**src/rtl/spi_poll_pkg.sv**
```systemverilog
package spi_poll_pkg;
  localparam int REG_W  = 16;
  localparam int DIV_W  = 7;
  localparam int BYTE_W = 8;

  localparam logic [2:0] OFS_DATA = 3'd0;
  localparam logic [2:0] OFS_CTRL = 3'd2;
  localparam logic [2:0] OFS_STAT = 3'd4;

  typedef struct packed {
    logic [DIV_W-1:0] div;
    logic             idle_hi;
    logic             late_smp;
    logic [5:0]       rsvd;
    logic             en;
  } ctrl_t;
endpackage

```
**src/rtl/spi_ctrl_reg.sv**
```systemverilog
module spi_ctrl_reg
  import spi_poll_pkg::*;
(
  input  logic             clk,
  input  logic             rst_n,
  input  logic             wr_en,
  input  logic [REG_W-1:0] wdata,
  output ctrl_t            ctrl
);
  ctrl_t ctrl_d, ctrl_q;

  always_comb begin
    ctrl_d = ctrl_q;
    if (wr_en) begin
      ctrl_d      = ctrl_t'(wdata);
      ctrl_d.rsvd = '0;
    end
  end

  always_ff @(posedge clk or negedge rst_n) begin
    if (!rst_n) ctrl_q <= '0;
    else        ctrl_q <= ctrl_d;
  end

  assign ctrl = ctrl_q;
endmodule

```
**src/rtl/spi_half_timer.sv**
```systemverilog
module spi_half_timer #(
  parameter int DIV_W = 7
) (
  input  logic             clk,
  input  logic             rst_n,
  input  logic             run,
  input  logic [DIV_W-1:0] div,
  output logic             tick
);
  logic [DIV_W-1:0] cnt_d, cnt_q;

  assign tick = run && (cnt_q == div);

  always_comb begin
    cnt_d = cnt_q;
    if (!run)      cnt_d = '0;
    else if (tick) cnt_d = '0;
    else           cnt_d = cnt_q + 1'b1;
  end

  always_ff @(posedge clk or negedge rst_n) begin
    if (!rst_n) cnt_q <= '0;
    else        cnt_q <= cnt_d;
  end


  tick_gap_chk: assert property (@(posedge clk) disable iff (!rst_n)
    tick && div != '0 |=> !tick || div != $past(div));
endmodule

```
**src/rtl/spi_shift_engine.sv**
```systemverilog
module spi_shift_engine #(
  parameter int DATA_W = 8
) (
  input  logic              clk,
  input  logic              rst_n,
  input  logic              en,
  input  logic              late_smp,
  input  logic              start,
  input  logic [DATA_W-1:0] load,
  input  logic              tick,
  input  logic              miso,
  input  logic              rd_clr,
  output logic              busy,
  output logic              phase,
  output logic              mosi,
  output logic [DATA_W-1:0] rx_buf,
  output logic              rx_full
);
  localparam int EDGES = 2 * DATA_W;
  localparam int EW    = $clog2(EDGES + 1);
  localparam logic [EW-1:0] LAST = EW'(EDGES);
  localparam logic [EW-1:0] ONE  = EW'(1);

  logic              busy_d, busy_q, phase_d, phase_q, full_d, full_q;
  logic [EW-1:0]     edge_d, edge_q, edge_nx;
  logic [DATA_W-1:0] tx_d, tx_q, rx_d, rx_q, buf_d, buf_q;
  logic              step, is_last, odd, smp, lau;

  assign step    = busy_q && tick;
  assign edge_nx = edge_q + 1'b1;
  assign is_last = (edge_nx == LAST);
  assign odd     = edge_nx[0];
  assign smp     = late_smp ? !odd : odd;
  assign lau     = late_smp ? (odd && edge_nx != ONE) : (!odd && !is_last);

  always_comb begin
    busy_d  = busy_q;
    phase_d = phase_q;
    edge_d  = edge_q;
    tx_d    = tx_q;
    rx_d    = rx_q;
    buf_d   = buf_q;
    full_d  = full_q && !rd_clr;
    if (!en) begin
      busy_d  = 1'b0;
      phase_d = 1'b0;
      edge_d  = '0;
    end else if (step) begin
      phase_d = !phase_q;
      edge_d  = edge_nx;
      if (smp) rx_d = {rx_q[DATA_W-2:0], miso};
      if (lau) tx_d = {tx_q[DATA_W-2:0], 1'b0};
      if (is_last) begin
        busy_d = 1'b0;
        edge_d = '0;
        buf_d  = rx_d;
        full_d = 1'b1;
      end
    end else if (start && !busy_q) begin
      busy_d  = 1'b1;
      phase_d = 1'b0;
      edge_d  = '0;
      tx_d    = load;
    end
  end

  always_ff @(posedge clk or negedge rst_n) begin
    if (!rst_n) begin
      busy_q  <= 1'b0;
      phase_q <= 1'b0;
      edge_q  <= '0;
      tx_q    <= '0;
      rx_q    <= '0;
      buf_q   <= '0;
      full_q  <= 1'b0;
    end else begin
      busy_q  <= busy_d;
      phase_q <= phase_d;
      edge_q  <= edge_d;
      tx_q    <= tx_d;
      rx_q    <= rx_d;
      buf_q   <= buf_d;
      full_q  <= full_d;
    end
  end

  assign busy    = busy_q;
  assign phase   = phase_q;
  assign mosi    = busy_q && tx_q[DATA_W-1];
  assign rx_buf  = buf_q;
  assign rx_full = full_q;


  abort_idle_chk: assert property (@(posedge clk) disable iff (!rst_n)
    !en |=> !busy_q);

  done_flag_chk: assert property (@(posedge clk) disable iff (!rst_n)
    en && busy_q && tick && edge_q == LAST - 1'b1 |=> rx_full && !busy_q);

  rd_clear_chk: assert property (@(posedge clk) disable iff (!rst_n)
    rd_clr && !busy_q |=> !rx_full);

  wr_busy_ignored_chk: assert property (@(posedge clk) disable iff (!rst_n)
    busy_q && start && !tick |=> $stable(tx_q));
endmodule

```
**src/rtl/spi_poll_master.sv**
```systemverilog
module spi_poll_master
  import spi_poll_pkg::*;
#(
  parameter int ADDR_W = 3
) (
  input  logic              clk,
  input  logic              rst_n,
  input  logic [ADDR_W-1:0] reg_addr,
  input  logic              reg_wr,
  input  logic              reg_rd,
  input  logic [REG_W-1:0]  reg_wdata,
  output logic [REG_W-1:0]  reg_rdata,
  output logic              sclk,
  output logic              mosi,
  input  logic              miso
);
  localparam logic [ADDR_W-1:0] A_DATA = ADDR_W'(OFS_DATA);
  localparam logic [ADDR_W-1:0] A_CTRL = ADDR_W'(OFS_CTRL);
  localparam logic [ADDR_W-1:0] A_STAT = ADDR_W'(OFS_STAT);

  logic rst_meta, rst_sync;
  always_ff @(posedge clk or negedge rst_n) begin
    if (!rst_n) begin
      rst_meta <= 1'b0;
      rst_sync <= 1'b0;
    end else begin
      rst_meta <= 1'b1;
      rst_sync <= rst_meta;
    end
  end

  logic              wr_data, wr_ctrl, rd_data, tick, busy, phase, rx_full;
  logic [BYTE_W-1:0] rx_buf;
  ctrl_t             ctrl;

  assign wr_data = reg_wr && (reg_addr == A_DATA);
  assign wr_ctrl = reg_wr && (reg_addr == A_CTRL);
  assign rd_data = reg_rd && (reg_addr == A_DATA);

  spi_ctrl_reg u_ctrl (
    .clk   (clk),
    .rst_n (rst_sync),
    .wr_en (wr_ctrl),
    .wdata (reg_wdata),
    .ctrl  (ctrl)
  );

  spi_half_timer #(.DIV_W(DIV_W)) u_timer (
    .clk   (clk),
    .rst_n (rst_sync),
    .run   (busy && ctrl.en),
    .div   (ctrl.div),
    .tick  (tick)
  );

  spi_shift_engine #(.DATA_W(BYTE_W)) u_engine (
    .clk      (clk),
    .rst_n    (rst_sync),
    .en       (ctrl.en),
    .late_smp (ctrl.late_smp),
    .start    (wr_data),
    .load     (reg_wdata[BYTE_W-1:0]),
    .tick     (tick),
    .miso     (miso),
    .rd_clr   (rd_data),
    .busy     (busy),
    .phase    (phase),
    .mosi     (mosi),
    .rx_buf   (rx_buf),
    .rx_full  (rx_full)
  );

  assign sclk = ctrl.idle_hi ^ phase;

  always_comb begin
    reg_rdata = '0;
    case (reg_addr)
      A_DATA:  reg_rdata = {{(REG_W-BYTE_W){1'b0}}, rx_buf};
      A_CTRL:  reg_rdata = ctrl;
      A_STAT:  reg_rdata = {{(REG_W-2){1'b0}}, rx_full, busy};
      default: reg_rdata = '0;
    endcase
  end


  sclk_idle_chk: assert property (@(posedge clk) disable iff (!rst_sync)
    !busy |-> sclk == ctrl.idle_hi);

  stat_view_chk: assert property (@(posedge clk) disable iff (!rst_sync)
    reg_addr == A_STAT |-> reg_rdata[0] == busy && reg_rdata[REG_W-1:2] == '0);
endmodule

```
**config.mk**
```make
export PLATFORM = sky130hd
export DESIGN_NAME = spi_poll_master
export DESIGN_NICKNAME = d
export VERILOG_FILES = /design/src/rtl/spi_poll_pkg.sv /design/src/rtl/spi_ctrl_reg.sv /design/src/rtl/spi_half_timer.sv /design/src/rtl/spi_shift_engine.sv /design/src/rtl/spi_poll_master.sv
export SDC_FILE = /design/constraint.sdc
export NUM_CORES = 1
export LEC_CHECK = 0
export ABC_CLOCK_PERIOD_IN_PS = 2200
export BUFFER_PORTS_ARGS = -buffer_cell sky130_fd_sc_hd__buf_2
export CAP_MARGIN = 30
export CORE_ASPECT_RATIO = 0.5
export CORE_UTILIZATION = 45
export CTS_BUF_LIST = sky130_fd_sc_hd__clkbuf_2
export DETAILED_ROUTE_END_ITERATION = 8
export PLACE_DENSITY = 0.66
export SLEW_MARGIN = 20
export SYNTH_ARGS = -nofsm -noshare
export SYNTH_HDL_FRONTEND = slang
export SYNTH_SLANG_ARGS = --single-unit
```
**constraint.sdc**
```tcl
create_clock -name clk -period 2.2 [get_ports clk]
set_input_delay 0.11 -clock clk [delete_from_list [all_inputs] [get_ports clk]]
set_output_delay 0.11 -clock clk [all_outputs]
set_load 0.05 [all_outputs]
```
**Word level (Yosys, flattened, before mapping)**

Cells that the tools add are included.

- Flip-flop bits (word level): 51
- Input bits: 24
- Output and inout port bits: 18
- Logic and storage cells: 70

- Add/subtract/negate cells: 2
- Equal/unequal tests: 8
- Multiplexer cells: 23
- Bitwise gates (word level): 1
- Reductions and logical operators: 22

Operators by type and width:

| cell | number |
|---|---|
| $pmux W16 S3 | 1 |
| $mux W8 | 4 |
| $mux W5 | 4 |
| $mux W7 | 2 |
| $mux W1 | 12 |
| $logic_and A1 B1 Y1 | 11 |
| $add A7 B1 Y7 const B | 1 |
| $eq A7 B7 Y1 | 1 |
| $reduce_and A3 Y1 | 2 |
| $add A5 B1 Y5 const B | 1 |
| $eq A5 B5 Y1 const B | 1 |
| $logic_not A1 Y1 | 5 |
| $ne A5 B1 Y1 const B | 1 |
| $reduce_and A2 Y1 | 2 |
| $eq A3 B2 Y1 const B | 1 |
| $eq A3 B3 Y1 const B | 1 |
| $logic_not A3 Y1 | 1 |
| $ne A3 B1 Y1 const B | 1 |
| $ne A3 B3 Y1 const B | 1 |
| $ne A2 B2 Y1 const B | 1 |
| $reduce_bool A2 Y1 | 1 |
| $xor A1 B1 Y1 | 1 |

**Longest topological paths before layout**

- Depth in word-level cells: 7
- Depth in mapped cells: 6
- Depth with buffers taken out: 6

**Modules after synthesis**

A second synthesis with hierarchy kept.

- Cells, all modules: 240
- Area total of the unflattened synthesis: 2874.0 µm²

By module, submodules not included:

| module | instances | cells each | area each (µm²) | sequential area each (µm²) |
|---|---|---|---|---|
| spi_shift_engine | 1 | 126 | 1637.8 | 800.8 |
| spi_ctrl_reg | 1 | 28 | 460.4 | 250.2 |
| spi_half_timer | 1 | 43 | 442.9 | 175.2 |
| spi_poll_master | 1 | 43 | 332.8 | 50.0 |

**Worst setup path before layout**

Ideal clock, no wire load.

- Path type: register to register
- Start point: register u_engine.edge_q[0]
- End point: register u_engine.tx_q[1]
- Library setup time: 126 ps
- Arrival time: 1775 ps
- Required time: 2074 ps
- Setup slack: 299 ps
- Stages on the path, launching flop included: 7
- Path buffers: 0
- Period minus slack after synthesis: 1901 ps
- Cells stage by stage: dfrtp_1 -> ha_1 -> xnor2_1 -> a311o_1 -> o31a_1 -> o22a_4 -> a221o_1

- Longest elaborated chain between the ends: 7
- Elaborated cells on any way between the ends: 10
- Those cells by class: add/sub: 1; eq/ne: 3; mux: 1; reduce/logical: 5

Ends and longest elaborated chain:

| item | line | RTL |
|---|---|---|
| start, declared | spi_shift_engine.sv:25 | `logic [EW-1:0] edge_d, edge_q, edge_nx;` |
| start signal, assigned | spi_shift_engine.sv:79 | `edge_q <= edge_d;` |
| $add A5 B1 Y5 (*) | spi_shift_engine.sv:30 | `assign edge_nx = edge_q + 1'b1;` |
| $eq A5 B5 Y1 | spi_shift_engine.sv:31 | `assign is_last = (edge_nx == LAST);` |
| $logic_not A1 Y1 | spi_shift_engine.sv:34 | `assign lau = late_smp ? (odd && edge_nx != ONE) : (!odd && !is_last);` |
| $logic_and A1 B1 Y1 | spi_shift_engine.sv:34 |  |
| $mux W1 (*) | spi_shift_engine.sv:34 |  |
| $ne A2 B2 Y1 (no source line) (*) | n/a |  |
| $reduce_and A3 Y1 (no source line) (*) | n/a |  |
| end signal, assigned | spi_shift_engine.sv:80 | `tx_q <= tx_d;` |
| end, declared | spi_shift_engine.sv:26 | `logic [DATA_W-1:0] tx_d, tx_q, rx_d, rx_q, buf_d, buf_q;` |

Every way passes the cells marked *; elsewhere a longest branch is shown, timed or not.
A chain may end at the register's enable or synchronous reset.

**Worst setup path in the final report**

- Start point: register u_engine.edge_q[0]
- End point: register u_engine.tx_q[2]

The elaborated chain is that of the path after synthesis.

==> impl_metrics.env <==
export IMPL_slew_headroom=0.583
export IMPL_async_reset_ff_frac=1.00
export IMPL_grt_pass1_vias=1806
export IMPL_drc=0
export IMPL_drtIter0Drc=71
export IMPL_arrival_ns=2.41
export IMPL_netlist_area_mm2=0.00255
export IMPL_numCtsBuffers=5
export IMPL_initial_core_util=0.493
export IMPL_synth_seq_area_share=0.500
export IMPL_ctsRootBufferMaster="clkbuf_2"
export IMPL_synth_seq_cells=51
export IMPL_maxCapViolCount=0
export IMPL_syn_nets=251
export IMPL_synthCells=224
export IMPL_finalCriticalPeriod_ns=2.05
export IMPL_fp_row_count=18
export IMPL_dr_pass1_iters=4
export IMPL_wl_per_cell_um=14.1
export IMPL_fin_crit_sh=0.932
export IMPL_worstHoldStart="reg_wr"
export IMPL_worstHoldPathCells=3
export IMPL_fin_setup_tns_ns=0
export IMPL_cts_tree="yes"
export IMPL_die_h_um=55.3
export IMPL_vdd_ir_drop_max_mv=0.340
export IMPL_setup_violations=0
export IMPL_reg2regPathDepth=6
export IMPL_clk_pin_slew_ns=0.27
export IMPL_numClockSinks=51
export IMPL_grt_max_degree=50
export IMPL_synth_edff_count=0
export IMPL_powerDensity_mw_per_mm2=684
export IMPL_antenna_found_initial=0
export IMPL_ant_nets=0
export IMPL_dp_hpwl_um=3560
export IMPL_clock_latency_ns=0.44
export IMPL_grtUsageTotal=0.189
export IMPL_holdPathEnd="u_engine.busy"
export IMPL_core_mm2=0.00518
export IMPL_crit_path_end_kind="flip-flop"
export IMPL_die_area_mm2=0.00600
export IMPL_p_leak_uw=0.00152
export IMPL_portBuffers=41
export IMPL_clock_skew_ns=0.0269
export IMPL_die_w_um=109
export IMPL_vias_per_cell=5.06
export IMPL_synth_main_ff_cell="dfrtp_1"
export IMPL_via_count=1853
export IMPL_r2r_slack_ns=0.15
export IMPL_grt_pass1_wl_um=8700
export IMPL_max_freq_mhz=488
export IMPL_rr_startpoint="u_engine.edge_q[0]"
export IMPL_wl_um=5160
export IMPL_crit_required_ns=2.56
export IMPL_startpoint_type="flip-flop"
export IMPL_path_class="reg2reg"
export IMPL_status="complete, no violations"
export IMPL_n_antenna_cell=0
export IMPL_ios=42
export IMPL_path_max_fanout=7
export IMPL_synth_cell_types=46
export IMPL_r2r_end="u_engine.tx_q[2]"
export IMPL_syn_avg_cell_area_um2=11.4
export IMPL_syn2layout_area_growth_pct=24.2
export IMPL_synth_warnings=0
export IMPL_num_nets_final=322
export IMPL_min_path_type="in2reg"
export IMPL_setup_ws_ns=0.150
export IMPL_rsz0062_at_grt="no"
export IMPL_htreeDepth=2
export IMPL_cts_buffer_depth=2
export IMPL_post_cts_buffers=0
export IMPL_place_congestion=0.805
export IMPL_worst_pin_slew_ns=0.626
export IMPL_place_worst_setup_slack_ns=0.166
export IMPL_grt_ovfl_total=0
export IMPL_final_max_slew_viol_count=0
export IMPL_drive_above_1_share=0.280
export IMPL_post_cts_resized=0
export IMPL_hold_viol=0
-- layer usage --
layer,GRT usage,part of all wire,up-vias
li1,-,-,922
met1,0.269,0.49,897
met2,0.292,0.47,32
met3,0.0425,0.037,2
met4,0.0463,0.0052,0
met5,0,0,-
-- power by group --
group / internal (µW) / switching [µW]
registers: 1050 / 98.1
logic: 208 / 202
clock network: 304 / 305
total: 1560 / 605
-- what timing repair did --
action,CTS,global route
hold buffers,20,0
endpoints found under the setup margin,0,0
hold endpoints to repair,23,0
-- synth_stat cells (2+ instances only) --
master,number,area (µm²)
dfrtp_1,51,1280
and2_1,23,144
nand2_1,21,78.8
mux2i_1,13,130
nor2_1,10,37.5
mux2_2,8,90.1
mux2_4,8,120
o21ai_1,8,40.0
xor2_1,8,70.1
a221o_1,7,70.1
xnor2_1,6,52.6
a21oi_1,5,25.0
nand3_1,5,25.0
o21ai_0,5,25.0
inv_1,4,15.0
ha_1,3,37.5
nand2b_1,3,18.8
and3_1,2,12.5
buf_2,2,10.0
inv_2,2,7.51
mux2_1,2,22.5
nand3b_1,2,15.0
nand4_1,2,12.5
o31ai_1,2,15.0
-- worst max-delay path by stage --
stage,startpoint,end,slack [ns]
2_1_floorplan,u_engine.edge_q[0],u_engine.tx_q[1],0.30
3_3_place_gp,u_engine.edge_q[0],u_engine.tx_q[4],0.23
3_5_place_dp,u_engine.edge_q[0],u_engine.tx_q[6],0.17
4_1_cts,u_engine.edge_q[0],u_engine.tx_q[6],0.15
5_1_grt,u_timer.cnt_q[5],u_engine.rx_q[1],0.08
6_report,u_engine.edge_q[0],u_engine.tx_q[2],0.15
-- metrics by stage --
step | hold WS, ns | instances | util | total power [µW] | cell area (µm²)
3_3_place_gp | -0.105 | 338 | 0.556 | 1540 | 2880
3_5_place_dp | -0.103 | 338 | 0.556 | 1550 | 2880
5_1_grt | 0.0162 | 366 | 0.612 | 2290 | 3170
2_1_floorplan | -0.186 | 224 | - | 1430 | 2550
6_report | 0.0835 | 366 | 0.612 | 2170 | 3170
4_1_cts | 0.0581 | 366 | 0.612 | 2190 | 3170
-- worst max-delay path, cell delays in order, from the launching register on --
cell and delay [ns]:
dfrtp_1 0.52, ha_1 0.29, xnor2_1 0.15, a311o_1 0.31, o31a_1 0.15, o22a_4 0.26, a221o_1 0.31
-- kinds of logic after synthesis --
| logic type | synth area share |
|---|---|
| AOI/OAI and AO/OA | 0.0955 |
| xor gates and xnor gates | 0.0544 |
| other | 0.00147 |
| adders and majority gates | 0.0147 |
| buffers and inverters | 0.0171 |
| muxes | 0.142 |
| and+or+nand+nor | 0.175 |
| DFF | 0.500 |
-- layout by cell type, fill, tap and decap left out, types with 4 or more instances in the layout --
cell type	n
nor2_1	10
buf_2	41
dfrtp_1	50
o21ai_0	5
mux2_4	8
mux2_2	8
a221o_1	7
xnor2_1	6
buf_4	7
nand2_1	21
o21ai_1	8
xor2_1	8
nand3_1	5
clkbuf_2	5
dlygate4sd3_1	20
a21oi_1	5
and2_1	23
mux2i_1	13
inv_1	4
-- layout make-up --
class	count	area, µm²
Fill cell	424	2010
Sequential cell	51	1280
Multi-Input combinational cell	163	1230
Timing Repair Buffer	68	458
Tap cell	70	87.6
Clock inverter	3	67.6
Clock buffer	5	25.0
Inverter	6	22.5
-- flip-flops by register name, summed over array words and instances, names as in the netlist --
signal and count:
u_engine.phase 1, u_ctrl.ctrl 10, rst_meta 1, u_engine.rx_full 1, u_engine.rx_q 8, u_engine.rx_buf 8
u_engine.edge_q 5, u_engine.busy 1, u_timer.cnt_q 7, rst_sync 1, u_engine.tx_q 8
No activity file was read; power rests on OpenSTA's default activity.
